**src/rtl/polar_conv_pkg.sv**
```systemverilog
`timescale 1ns/1ps
package polar_conv_pkg;

  // Half-turn correction recorded by the folding stage
  typedef enum logic [1:0] {
    QC_NONE   = 2'd0,
    QC_ADD_PI = 2'd1,
    QC_SUB_PI = 2'd2
  } quad_fix_e;

  // pi and atan(2^-i), scaled by 2^30
  localparam longint PI_S30 = 64'sd3373259426;

  function automatic longint atan_s30(input int i);
    case (i)
      0:  return 64'sd843314857;
      1:  return 64'sd497837829;
      2:  return 64'sd263043837;
      3:  return 64'sd133525159;
      4:  return 64'sd67021687;
      5:  return 64'sd33543516;
      6:  return 64'sd16775851;
      7:  return 64'sd8388437;
      8:  return 64'sd4194283;
      9:  return 64'sd2097149;
      default: return (i < 31) ? (64'sd1 <<< (30 - i)) : 64'sd0;
    endcase
  endfunction

  function automatic int round_s30(input longint v, input int frac);
    return int'((v + (64'sd1 <<< (29 - frac))) >>> (30 - frac));
  endfunction

  function automatic int atan_q(input int i, input int frac);
    return round_s30(atan_s30(i), frac);
  endfunction

  function automatic int pi_q(input int frac);
    return round_s30(PI_S30, frac);
  endfunction

endpackage

```
**src/rtl/polar_premap.sv**
```systemverilog
`timescale 1ns/1ps
// Folds the vector into the right half-plane and records the half-turn.
module polar_premap
  import polar_conv_pkg::*;
#(
  parameter int DATA_W = 12,
  parameter int GUARD  = 2,
  parameter int XW     = DATA_W + 2 + GUARD
) (
  input  logic signed [DATA_W-1:0] x_i,
  input  logic signed [DATA_W-1:0] y_i,
  output logic signed [XW-1:0]     x_o,
  output logic signed [XW-1:0]     y_o,
  output quad_fix_e                fix_o,
  output logic                     zero_o
);
  logic signed [XW-1:0] x_e, y_e;

  assign x_e = XW'(x_i) <<< GUARD;
  assign y_e = XW'(y_i) <<< GUARD;
  assign zero_o = (x_i == '0) && (y_i == '0);

  always_comb begin
    if (x_i[DATA_W-1]) begin
      x_o   = -x_e;
      y_o   = -y_e;
      fix_o = y_i[DATA_W-1] ? QC_SUB_PI : QC_ADD_PI;
    end else begin
      x_o   = x_e;
      y_o   = y_e;
      fix_o = QC_NONE;
    end
  end
endmodule

```
**src/rtl/polar_microrot.sv**
```systemverilog
`timescale 1ns/1ps
// One vectoring micro-rotation; the shift is a constant, so it is wiring only.
module polar_microrot #(
  parameter int XW     = 16,
  parameter int ZW     = 14,
  parameter int SHIFT  = 0,
  parameter int ATAN_Q = 0
) (
  input  logic signed [XW-1:0] x_i,
  input  logic signed [XW-1:0] y_i,
  input  logic signed [ZW-1:0] z_i,
  output logic signed [XW-1:0] x_o,
  output logic signed [XW-1:0] y_o,
  output logic signed [ZW-1:0] z_o
);
  localparam logic signed [ZW-1:0] A_Z = ZW'(ATAN_Q);

  logic signed [XW-1:0] x_sh, y_sh;

  assign x_sh = x_i >>> SHIFT;
  assign y_sh = y_i >>> SHIFT;

  always_comb begin
    if (!y_i[XW-1]) begin
      x_o = x_i + y_sh;
      y_o = y_i - x_sh;
      z_o = z_i + A_Z;
    end else begin
      x_o = x_i - y_sh;
      y_o = y_i + x_sh;
      z_o = z_i - A_Z;
    end
  end
endmodule

```
**src/rtl/polar_finish.sv**
```systemverilog
`timescale 1ns/1ps
// Gain removal, saturation, half-turn correction and output rounding.
module polar_finish
  import polar_conv_pkg::*;
#(
  parameter int DATA_W  = 12,
  parameter int GUARD   = 2,
  parameter int XW      = DATA_W + 2 + GUARD,
  parameter int ZW      = DATA_W + GUARD,
  parameter int KQ_W    = 16,
  parameter int INV_K_Q = 39797,
  parameter int PI_Z    = 3217
) (
  input  logic signed [XW-1:0]     x_i,
  input  logic signed [ZW-1:0]     z_i,
  input  quad_fix_e                fix_i,
  input  logic                     zero_i,
  output logic [DATA_W-1:0]        mag_o,
  output logic signed [DATA_W-1:0] ang_o
);
  localparam int PW      = XW + KQ_W;
  localparam int MS      = KQ_W + GUARD;
  localparam int MAG_MAX = (1 << (DATA_W - 1)) - 1;
  localparam logic [KQ_W-1:0]     KQ    = KQ_W'(INV_K_Q);
  localparam logic [PW-1:0]       RND_M = PW'(1) << (MS - 1);
  localparam logic [PW-1:0]       MAX_P = PW'(MAG_MAX);
  localparam logic signed [ZW:0]  PI_E  = (ZW + 1)'(PI_Z);
  localparam logic signed [ZW:0]  RND_Z = (ZW + 1)'(1 << (GUARD - 1));

  // Constant multiply by 1/K as a sum of shifted copies
  logic [XW-1:0] x_u;
  logic [PW-1:0] terms [KQ_W];
  logic [PW-1:0] prod, scaled;

  assign x_u = x_i;

  for (genvar j = 0; j < KQ_W; j++) begin : g_term
    if (KQ[j]) begin : g_on
      assign terms[j] = PW'(x_u) << j;
    end else begin : g_off
      assign terms[j] = '0;
    end
  end

  always_comb begin
    prod = '0;
    for (int j = 0; j < KQ_W; j++) prod = prod + terms[j];
    scaled = (prod + RND_M) >> MS;
    mag_o  = (scaled > MAX_P) ? DATA_W'(MAG_MAX) : scaled[DATA_W-1:0];
  end

  // Half-turn correction bounded to the seam, then rounding
  logic signed [ZW:0] z_e, z_sum;

  assign z_e = (ZW + 1)'(z_i);

  always_comb begin
    case (fix_i)
      QC_ADD_PI: begin
        z_sum = z_e + PI_E;
        if (z_sum > PI_E) z_sum = PI_E;
      end
      QC_SUB_PI: begin
        z_sum = z_e - PI_E;
        if (z_sum < -PI_E) z_sum = -PI_E;
      end
      default: z_sum = z_e;
    endcase
    ang_o = zero_i ? '0 : DATA_W'((z_sum + RND_Z) >>> GUARD);
  end
endmodule

```
**src/rtl/polar_conv.sv**
```systemverilog
`timescale 1ns/1ps
module polar_conv
  import polar_conv_pkg::*;
#(
  parameter int DATA_W  = 12,
  parameter int FRAC_W  = 8,
  parameter int STAGES  = 12,
  parameter int GUARD   = 2,
  parameter int KQ_W    = 16,
  parameter int INV_K_Q = 39797
) (
  input  logic                     clk,
  input  logic                     rst,
  input  logic                     in_valid,
  input  logic signed [DATA_W-1:0] in_x,
  input  logic signed [DATA_W-1:0] in_y,
  output logic                     out_valid,
  output logic [DATA_W-1:0]        out_mag,
  output logic signed [DATA_W-1:0] out_angle
);
  localparam int XW     = DATA_W + 2 + GUARD;
  localparam int ZW     = DATA_W + GUARD;
  localparam int ZF     = FRAC_W + GUARD;
  localparam int PI_Z   = pi_q(ZF);
  localparam int PI_OUT = pi_q(FRAC_W);
  localparam logic signed [XW-1:0]     RES_LIM = XW'(64);
  localparam logic signed [DATA_W-1:0] ANG_LIM = DATA_W'(PI_OUT);

  // Input register
  logic                     v_q;
  logic signed [DATA_W-1:0] x_q, y_q;

  always_ff @(posedge clk) begin
    if (rst) begin
      v_q <= 1'b0;
      x_q <= '0;
      y_q <= '0;
    end else begin
      v_q <= in_valid;
      if (in_valid) begin
        x_q <= in_x;
        y_q <= in_y;
      end
    end
  end

  // Folding into the right half-plane
  logic signed [XW-1:0] xs [STAGES+1];
  logic signed [XW-1:0] ys [STAGES+1];
  logic signed [ZW-1:0] zs [STAGES+1];
  quad_fix_e            fix;
  logic                 zero_in;

  polar_premap #(.DATA_W(DATA_W), .GUARD(GUARD), .XW(XW)) u_premap (
    .x_i(x_q), .y_i(y_q), .x_o(xs[0]), .y_o(ys[0]),
    .fix_o(fix), .zero_o(zero_in)
  );
  assign zs[0] = '0;

  // the folded vector always lies in the right half-plane
  a_r4_premap_right: assert property (@(posedge clk) disable iff (rst)
    v_q |-> !xs[0][XW-1]);

  // Unrolled micro-rotation chain, no registers between stages
  for (genvar i = 0; i < STAGES; i++) begin : g_rot
    polar_microrot #(.XW(XW), .ZW(ZW), .SHIFT(i), .ATAN_Q(atan_q(i, ZF))) u_rot (
      .x_i(xs[i]), .y_i(ys[i]), .z_i(zs[i]),
      .x_o(xs[i+1]), .y_o(ys[i+1]), .z_o(zs[i+1])
    );
  end

  // the chain has driven the residual y close to zero
  a_r4_residual_small: assert property (@(posedge clk) disable iff (rst)
    v_q |-> (ys[STAGES] < RES_LIM) && (ys[STAGES] > -RES_LIM));

  logic [DATA_W-1:0]        mag_c;
  logic signed [DATA_W-1:0] ang_c;

  polar_finish #(
    .DATA_W(DATA_W), .GUARD(GUARD), .XW(XW), .ZW(ZW),
    .KQ_W(KQ_W), .INV_K_Q(INV_K_Q), .PI_Z(PI_Z)
  ) u_finish (
    .x_i(xs[STAGES]), .z_i(zs[STAGES]), .fix_i(fix), .zero_i(zero_in),
    .mag_o(mag_c), .ang_o(ang_c)
  );

  // Output register
  always_ff @(posedge clk) begin
    if (rst) begin
      out_valid <= 1'b0;
      out_mag   <= '0;
      out_angle <= '0;
    end else begin
      out_valid <= v_q;
      if (v_q) begin
        out_mag   <= mag_c;
        out_angle <= ang_c;
      end
    end
  end

  a_r2_latency: assert property (@(posedge clk) disable iff (rst)
    in_valid |-> ##2 out_valid);

  a_r2_no_spurious: assert property (@(posedge clk) disable iff (rst)
    !v_q |=> !out_valid);

  a_r9_hold: assert property (@(posedge clk) disable iff (rst)
    !v_q |=> $stable(out_mag) && $stable(out_angle));

  a_r6_angle_range: assert property (@(posedge clk) disable iff (rst)
    out_valid |-> (out_angle <= ANG_LIM) && (out_angle >= -ANG_LIM));

  a_r8_origin: assert property (@(posedge clk) disable iff (rst)
    (v_q && x_q == '0 && y_q == '0) |=> (out_mag == '0) && (out_angle == '0));

endmodule

```
**config.mk**
```make
export PLATFORM = sky130hd
export DESIGN_NAME = polar_conv
export DESIGN_NICKNAME = d
export VERILOG_FILES = /design/src/rtl/polar_conv_pkg.sv /design/src/rtl/polar_premap.sv /design/src/rtl/polar_microrot.sv /design/src/rtl/polar_finish.sv /design/src/rtl/polar_conv.sv
export SDC_FILE = /design/constraint.sdc
export NUM_CORES = 1
export LEC_CHECK = 0
export BUFFER_PORTS_ARGS = -buffer_cell sky130_fd_sc_hd__buf_2
export CAP_MARGIN = 20
export CELL_PAD_IN_SITES_DETAIL_PLACEMENT = 0
export CELL_PAD_IN_SITES_GLOBAL_PLACEMENT = 1
export CORE_ASPECT_RATIO = 0.8
export CORE_MARGIN = 2
export CORE_UTILIZATION = 30
export DETAILED_ROUTE_END_ITERATION = 16
export PLACE_DENSITY = 0.65
export SLEW_MARGIN = 5
export SYNTH_ARGS = -nofsm -noshare
export SYNTH_HDL_FRONTEND = slang
export SYNTH_SLANG_ARGS = --single-unit
```
**constraint.sdc**
```tcl
create_clock -name clk -period 135.7 [get_ports clk]
set_clock_uncertainty 0.2 [all_clocks]
set_input_delay 20.355 -clock clk [delete_from_list [all_inputs] [get_ports clk]]
set_output_delay 20.355 -clock clk [all_outputs]
set_load 0.005 [all_outputs]
```
==> After elaboration in Yosys (flattened, before gate mapping) <==
Cells that the tools add are included.
{ "classes": {"shifts": 0, "bitwise_logic": 0, "order_cmp": 3, "addsub": 82, "multipliers": 0, "div": 0, "muxes": 44, "reduce_logical": 3, "n_eq_ne": 2} }
{ "ops": {"columns": ["cell", "n"], "rows": [
  ["$mux W16", 25],
  ["$mux W14", 14],
  ["$add A16 B10 Y16", 2],
  ["$add A16 B11 Y16", 2],
  ["$add A16 B12 Y16", 2],
  ["$add A16 B13 Y16", 2],
  ["$add A16 B14 Y16", 2],
  ["$add A16 B15 Y16", 2],
  ["$add A16 B6 Y16", 2],
  ["$add A16 B7 Y16", 2],
  ["$add A16 B8 Y16", 2],
  ["$add A16 B9 Y16", 2],
  ["$add A32 B18 Y32 const B", 1],
  ["$add A32 B20 Y32", 1],
  ["$add A32 B21 Y32", 1],
  ["$add A32 B22 Y32", 1],
  ["$add A32 B24 Y32", 1],
  ["$add A32 B25 Y32", 1],
  ["$add A32 B27 Y32", 1],
  ["$add A32 B28 Y32", 1],
  ["$add A32 B31 Y32", 1],
  ["$neg A14 Y16", 2],
  ["$sub A16 B10 Y16", 2],
  ["$sub A16 B11 Y16", 2],
  ["43 further kinds", 60]
]} }
{ "totals": {"mem_count": 0, "reg_bits": 50, "elab_cells": 140, "ramBits": 0, "latchBits": 0, "romBits": 0} }

==> Depth between registers and ports, before layout <==
{ "depth": {"depth_word": 38, "mapped_depth": 261, "depth_no_buf": 246} }

==> Modules after synthesis <==
From an unflattened synthesis, not the netlist that was laid out.
{ "hier_totals": {"hier_cells": 4988, "area_unflattened_um2": 37636.1} }
{ "modules_own_cells": {"columns": ["module", "cells_each", "n_inst", "area_per_inst_um2", "seq_area_each_um2"], "rows": [
  ["polar_finish", 661, 1, 5813.1, 0.0],
  ["polar_microrot (g_rot[0].u_rot)", 438, 1, 3031.7, 0.0],
  ["polar_microrot (g_rot[1].u_rot)", 368, 1, 2702.6, 0.0],
  ["polar_microrot (g_rot[10].u_rot)", 365, 1, 2549.9, 0.0],
  ["polar_microrot (g_rot[3].u_rot)", 342, 1, 2526.2, 0.0],
  ["polar_microrot (g_rot[2].u_rot)", 350, 1, 2523.7, 0.0],
  ["polar_microrot (g_rot[11].u_rot)", 331, 1, 2424.8, 0.0],
  ["polar_microrot (g_rot[9].u_rot)", 328, 1, 2384.8, 0.0],
  ["polar_microrot (g_rot[8].u_rot)", 311, 1, 2306.0, 0.0],
  ["polar_microrot (g_rot[5].u_rot)", 313, 1, 2302.2, 0.0],
  ["polar_microrot (g_rot[6].u_rot)", 325, 1, 2267.2, 0.0],
  ["polar_microrot (g_rot[7].u_rot)", 311, 1, 2214.6, 0.0],
  ["polar_microrot (g_rot[4].u_rot)", 296, 1, 2160.8, 0.0],
  ["polar_conv", 161, 1, 1808.0, 1001.0],
  ["polar_premap", 88, 1, 620.6, 0.0]
]} }

==> Worst setup path before layout <==
OpenSTA, ideal clock, no wires.
{ "synth_timing": {"kind": "reg-to-reg", "start": "reg x_q[11]", "end": "reg out_mag[2]", "path_slack_ns": 88.236, "stages_incl_launch_ff": 250, "setup_ns": 0.132, "path_buffers": 20, "t_arrival_ns": 47.132, "required_ns": 135.368, "cell_sequence": "dfxtp_1 buf_6 clkbuf_1 clkbuf_1 clkbuf_1 nand2_1 xnor2_1 ha_1 buf_2 clkbuf_1 a21oi_1 o21a_1 or2_2 a31o_1 o21ai_1 clkbuf_1 nand2_1 xnor2_1 [214 not listed] o21a_1 o21a_1 o21a_1 o21a_1 o21a_1 o21a_1 o21a_1 o21a_1 o21a_1 o21ai_0 nand2b_1 a21o_1 a21oi_1 xnor2_1 nand3_1 clkbuf_1 o21ba_2 nor3_1"} }
{ "synth_via": {"elab_chain_len": 38, "word_cells_on_any_way": 83, "classes_between": "add/sub: 56; order compare: 1; mux: 26"} }
{ "synth_rtl": {"columns": ["item", "line", "source"], "rows": [
  ["start, declared", "polar_conv.sv:31", "logic signed [DATA_W-1:0] x_q, y_q;"],
  ["start signal, assigned", "polar_conv.sv:41", "x_q <= in_x;"],
  ["$neg A14 Y16", "polar_premap.sv:25", "x_o = -x_e;"],
  ["$mux W16", "polar_premap.sv:24", "if (x_i[DATA_W-1]) begin"],
  ["$sub A16 B16 Y16 (tied with other cells)", "polar_microrot.sv:26", "y_o = y_i - x_sh;"],
  ["$mux W16", "polar_microrot.sv:24", "if (!y_i[XW-1]) begin"],
  ["$add A16 B15 Y16 (tied with other cells)", "polar_microrot.sv:25", "x_o = x_i + y_sh;"],
  ["$mux W16", "polar_microrot.sv:24", null],
  ["$sub A16 B14 Y16 (tied with other cells)", "polar_microrot.sv:26", null],
  ["$mux W16", "polar_microrot.sv:24", null],
  ["[22 not listed]", null, null],
  ["$add A32 B24 Y32", "polar_finish.sv:47", "for (int j = 0; j < KQ_W; j++) prod = prod + terms[j];"],
  ["$add A32 B25 Y32", "polar_finish.sv:47", null],
  ["$add A32 B27 Y32", "polar_finish.sv:47", null],
  ["$add A32 B28 Y32", "polar_finish.sv:47", null],
  ["$add A32 B31 Y32 (*)", "polar_finish.sv:47", null],
  ["$add A32 B18 Y32 (*)", "polar_finish.sv:48", "scaled = (prod + RND_M) >> MS;"],
  ["$gt A14 B11 Y1", "polar_finish.sv:49", "mag_o = (scaled > MAX_P) ? DATA_W'(MAG_MAX) : scaled[DATA_W-1:0];"],
  ["$mux W12 (*)", "polar_finish.sv:49", null],
  ["end signal, assigned", "polar_conv.sv:96", "out_mag <= mag_c;"],
  ["end, declared", "polar_conv.sv:18", "output logic [DATA_W-1:0] out_mag,"]
]} }
Every way passes the cells marked *; elsewhere a longest branch is shown, timed or not.
A chain may end at the register's enable or synchronous reset.

==> Worst setup path in the final report <==
{ "layout_timing": {"start": "reg x_q[0]", "end": "reg out_mag[8]"} }
{ "layout_via": {"elab_chain_len": 38, "word_cells_on_any_way": 82, "classes_between": "add/sub: 56; order compare: 1; mux: 25"} }
{ "layout_rtl": {"columns": ["item", "line"], "rows": [
  ["$neg A14 Y16", "polar_premap.sv:25"],
  ["$mux W16 (*)", "polar_premap.sv:24"],
  ["$sub A16 B16 Y16 (tied with other cells)", "polar_microrot.sv:26"],
  ["$mux W16", "polar_microrot.sv:24"],
  ["$sub A16 B15 Y16 (tied with other cells)", "polar_microrot.sv:26"],
  ["$mux W16", "polar_microrot.sv:24"],
  ["$add A16 B14 Y16 (tied with other cells)", "polar_microrot.sv:25"],
  ["$mux W16", "polar_microrot.sv:24"],
  ["[22 not listed]", null],
  ["$add A32 B24 Y32", "polar_finish.sv:47"],
  ["$add A32 B25 Y32", "polar_finish.sv:47"],
  ["$add A32 B27 Y32", "polar_finish.sv:47"],
  ["$add A32 B28 Y32", "polar_finish.sv:47"],
  ["$add A32 B31 Y32 (*)", "polar_finish.sv:47"],
  ["$add A32 B18 Y32 (*)", "polar_finish.sv:48"],
  ["$gt A14 B11 Y1", "polar_finish.sv:49"],
  ["$mux W12 (*)", "polar_finish.sv:49"]
]} }
Marked as above.

==> impl_metrics.csv <==
group,metric,value,unit
logic_synthesis,synth_compound_area_share,22.8,%
worst_hold_path,min_delay_path_depth,2,
setup_path,rrSetupSlack,81340,ps
logic_synthesis,synth_simple_gate_area_share,18.2,%
run,drv_cap,0,
logic_synthesis,synth.area.top_cells,"ha_1 23%, xnor2_1 11%, fa_1 7.2%, xor2_1 5.9%, a21oi_1 5.5%",
placed_design,dpl.cell_count,5453,
logic_synthesis,synthTopCellsByCount,"572 x ha_1, 385 x inv_1, 380 x xnor2_1",
setup_path,cpMaxStageDelayCell,"inv_1",
cts,cts_buffers,5,
placed_design,dp_slack,81700,ps
floorplanning,ios,52,
global_route,grt_max_degree,45,
logic_synthesis,muxShareOfSynthArea,2.15,%
logic_synthesis,syn-cell-area,31100,um2
logic_synthesis,async_reset_ff_share,0,%
sta,totalNegativeSetupSlack,0,ps
sta,period_minus_slack,54360,ps
detailed_routing,drc,0,
setup_path,crit_start,"x_q[0]$_SDFFE_PP0P_",
sta,finalSetupViolations,0,
cts,htreeDepth,2,
cells_and_area,n_antenna_cell,0,
logic_synthesis,syn_inst,4072,
cts,cts_sinks,50,
setup_path,path_buf_inv,19,
setup_path,rr_worst_depth,245,
setup_path,path_delay_family,"compound AO/OA/AOI/OAI gates",
detailed_routing,drt_pass1_iterations,7,
cts,clockBufferDepth,2,
cts,clk_pin_slew_worst_paths,70,ps
sta,worstMarginPinSlew,1070,ps
setup_path,endpoint_kind,"flop",
cells_and_area,fin_cells,5462,
logic_synthesis,synth_xor_area_share,17.3,%
placed_design,hpwlAfterDp,72.2,mm
detailed_routing,dr.first_iter.drc_count,1672,
cts,cts_tree,"built",
cts,insertion_delay,300,ps
setup_path,critical_path.max_stage_delay,740,ps
setup_path,path_common_cell,"a21oi_1",
detailed_routing,vias,27400,
setup_path,crit_type,"reg2reg",
global_route,antenna_found_initial,0,
detailed_routing,drt-vias-per-instance,5.01,
setup_path,reg2reg_from,"x_q[0]$_SDFFE_PP0P_",
logic_synthesis,synth_edf_count,0,
sta,min_period_over_period,40.1,%
sta,timing.hold.ws,246,ps
sta,setup_ws,81340,ps
floorplanning,core,103000,um2
setup_path,worstReg2RegEnd,"out_mag[8]$_SDFFE_PP0P_",
detailed_routing,wl_per_cell,15.4,um
detailed_routing,drt_wl_total,83.8,mm
cells_and_area,drive_gt1_share,5.06,%
global_route,grt_first_pass_wirelength,138,mm
logic_synthesis,synth.top_cell.area_share,23.0,%
placed_design,gp_congestion,0.871,
worst_hold_path,hold_path_class,"reg2reg",
logic_synthesis,ys_types,135,
sta,clock.fmax,18.4,MHz
setup_path,crit_arrival,54300,ps
floorplanning,rows,105,
logic_synthesis,synth_area_leader_cell,"ha_1",
logic_synthesis,synth.most_common_cell,"ha_1",
cts,clockRootBuffer,"clkbuf_16",
placed_design,io_buffer_count,51,
logic_synthesis,synthAdderAreaFrac,30.3,%
worst_hold_path,holdPathEnd,"out_angle[5]$_SDFFE_PP0P_",
global_route,grt_usage,15.6,%
global_route,grt_pass1_vias,26100,
status,outcome,"complete, no violations",
floorplanning,die_h,292,um
global_route,overflow,0,
floorplanning,fp.dieW,364,um
cts,postCtsResizedCells,0,
cts,cts-hold-fix-buffers,0,
logic_synthesis,ys_ff_latch,50,
worst_hold_path,worstHoldStart,"out_angle[5]$_SDFFE_PP0P_",
cells_and_area,layout.nets,4781,
logic_synthesis,synth_top_family_by_area,"adder cells",
setup_path,cp_max_fo,36,
logic_synthesis,seq_area_frac_synth,3.21,%
sta,finalMaxSlewViolations,0,
sta,rsz0062_at_grt,"false",
logic_synthesis,yosysWarnings,0,
sta,maxSlewHeadroom,27.9,%
floorplanning,start_util,30.3,%
setup_path,cp.required,135650,ps
detailed_routing,ant_nets,0,
setup_path,start_kind,"flop",
sta,hold_viol_final,0,
cells_and_area,synthToLayoutAreaGrowth,6.24,%
logic_synthesis,synth_flop_cell,"dfxtp_1",
floorplanning,die-area,106000,um2
cts,post_cts_buffers,0,
logic_synthesis,avgSynthCellArea,7.65,um2
[cell type report]
type / instances / area (um2)
Tap cell: 1391 / 1740
Multi-Input combinational cell: 3544 / 28300
Fill cell: 11200 / 69600
Clock inverter: 3 / 40.0
Timing Repair Buffer: 76 / 443
Inverter: 393 / 1480
Clock buffer: 5 / 125
Sequential cell: 50 / 1000
[flip-flops by register name, indices dropped and copies added, names as in the netlist]
register and count:
out_angle 12, x_q 12, v_q 1, y_q 12, out_valid 1, out_mag 12
[layout by cell type (no fill, tap or decap), types with 23 or more instances in the layout]
master      n
nor2b_1    52
nor2_1    298
nor3b_1    23
o21ai_0   181
nand3_1    59
mux2i_1    44
and2_1     26
a21o_1    155
fa_1      112
nor3_1    122
nand2b_1   71
nor4_1     33
xor2_1    209
o21a_1     37
dfxtp_1    50
xnor2_1   380
buf_2      51
inv_1     385
a211oi_1   27
a31oi_1    26
or3_1      39
a21oi_1   340
ha_1      572
nand2_1   244
nand4_1    23
o21bai_1  123
or2_2      23
buf_4      25
[per-layer routing]
layer	GRT usage, %	vias to the layer above	wire length [um]
li1	-	14300	-
met1	24.6	12700	46400
met2	23.7	350	34700
met3	1.16	24	2490
met4	0.605	0	299
met5	0	-	0
[worst min-delay path, delay by kind of cell (launching register included)]
family | cells | cell delay [ps]
flip-flops | 1 | 320
AND/OR/NAND/NOR | 1 | 50
AO/OA/AOI/OAI | 1 | 50
[cells by family (layout without fill, tap and decap cells)]
family                     count (synthesis)  count (layout)
adders and majority gates                689             689
xor gates and xnor gates                 601             601
buffers and inverters                    479             477
other                                      2               3
muxes                                     60              60
and+or+nand+nor                         1107            1107
AOI/OAI and AO/OA                       1084            1084
DFF                                       50              50
[how the worst max path moves through the flow]
stage | slack [ps] | endpoint | cells past startpoint
3_5_place_dp | 81700 | out_mag[8]$_SDFFE_PP0P_ | 243
4_1_cts | 81450 | out_mag[8]$_SDFFE_PP0P_ | 243
3_3_place_gp | 82900 | out_mag[8]$_SDFFE_PP0P_ | 243
5_1_grt | 76020 | out_mag[2]$_SDFFE_PP0P_ | 245
6_report | 81340 | out_mag[8]$_SDFFE_PP0P_ | 245
2_1_floorplan | 88240 | out_mag[2]$_SDFFE_PP0P_ | 249
[metrics by stage]
step	util (%)	instance area (um2)
5_1_grt	32.2	33100
2_1_floorplan	-	31200
4_1_cts	32.2	33100
6_report	32.2	33100
3_5_place_dp	32.0	32900
3_3_place_gp	32.0	32900
Power is left out: the tool's default activity adds up to more than one toggle a clock period on the data nets, which glitch-free logic cannot reach.
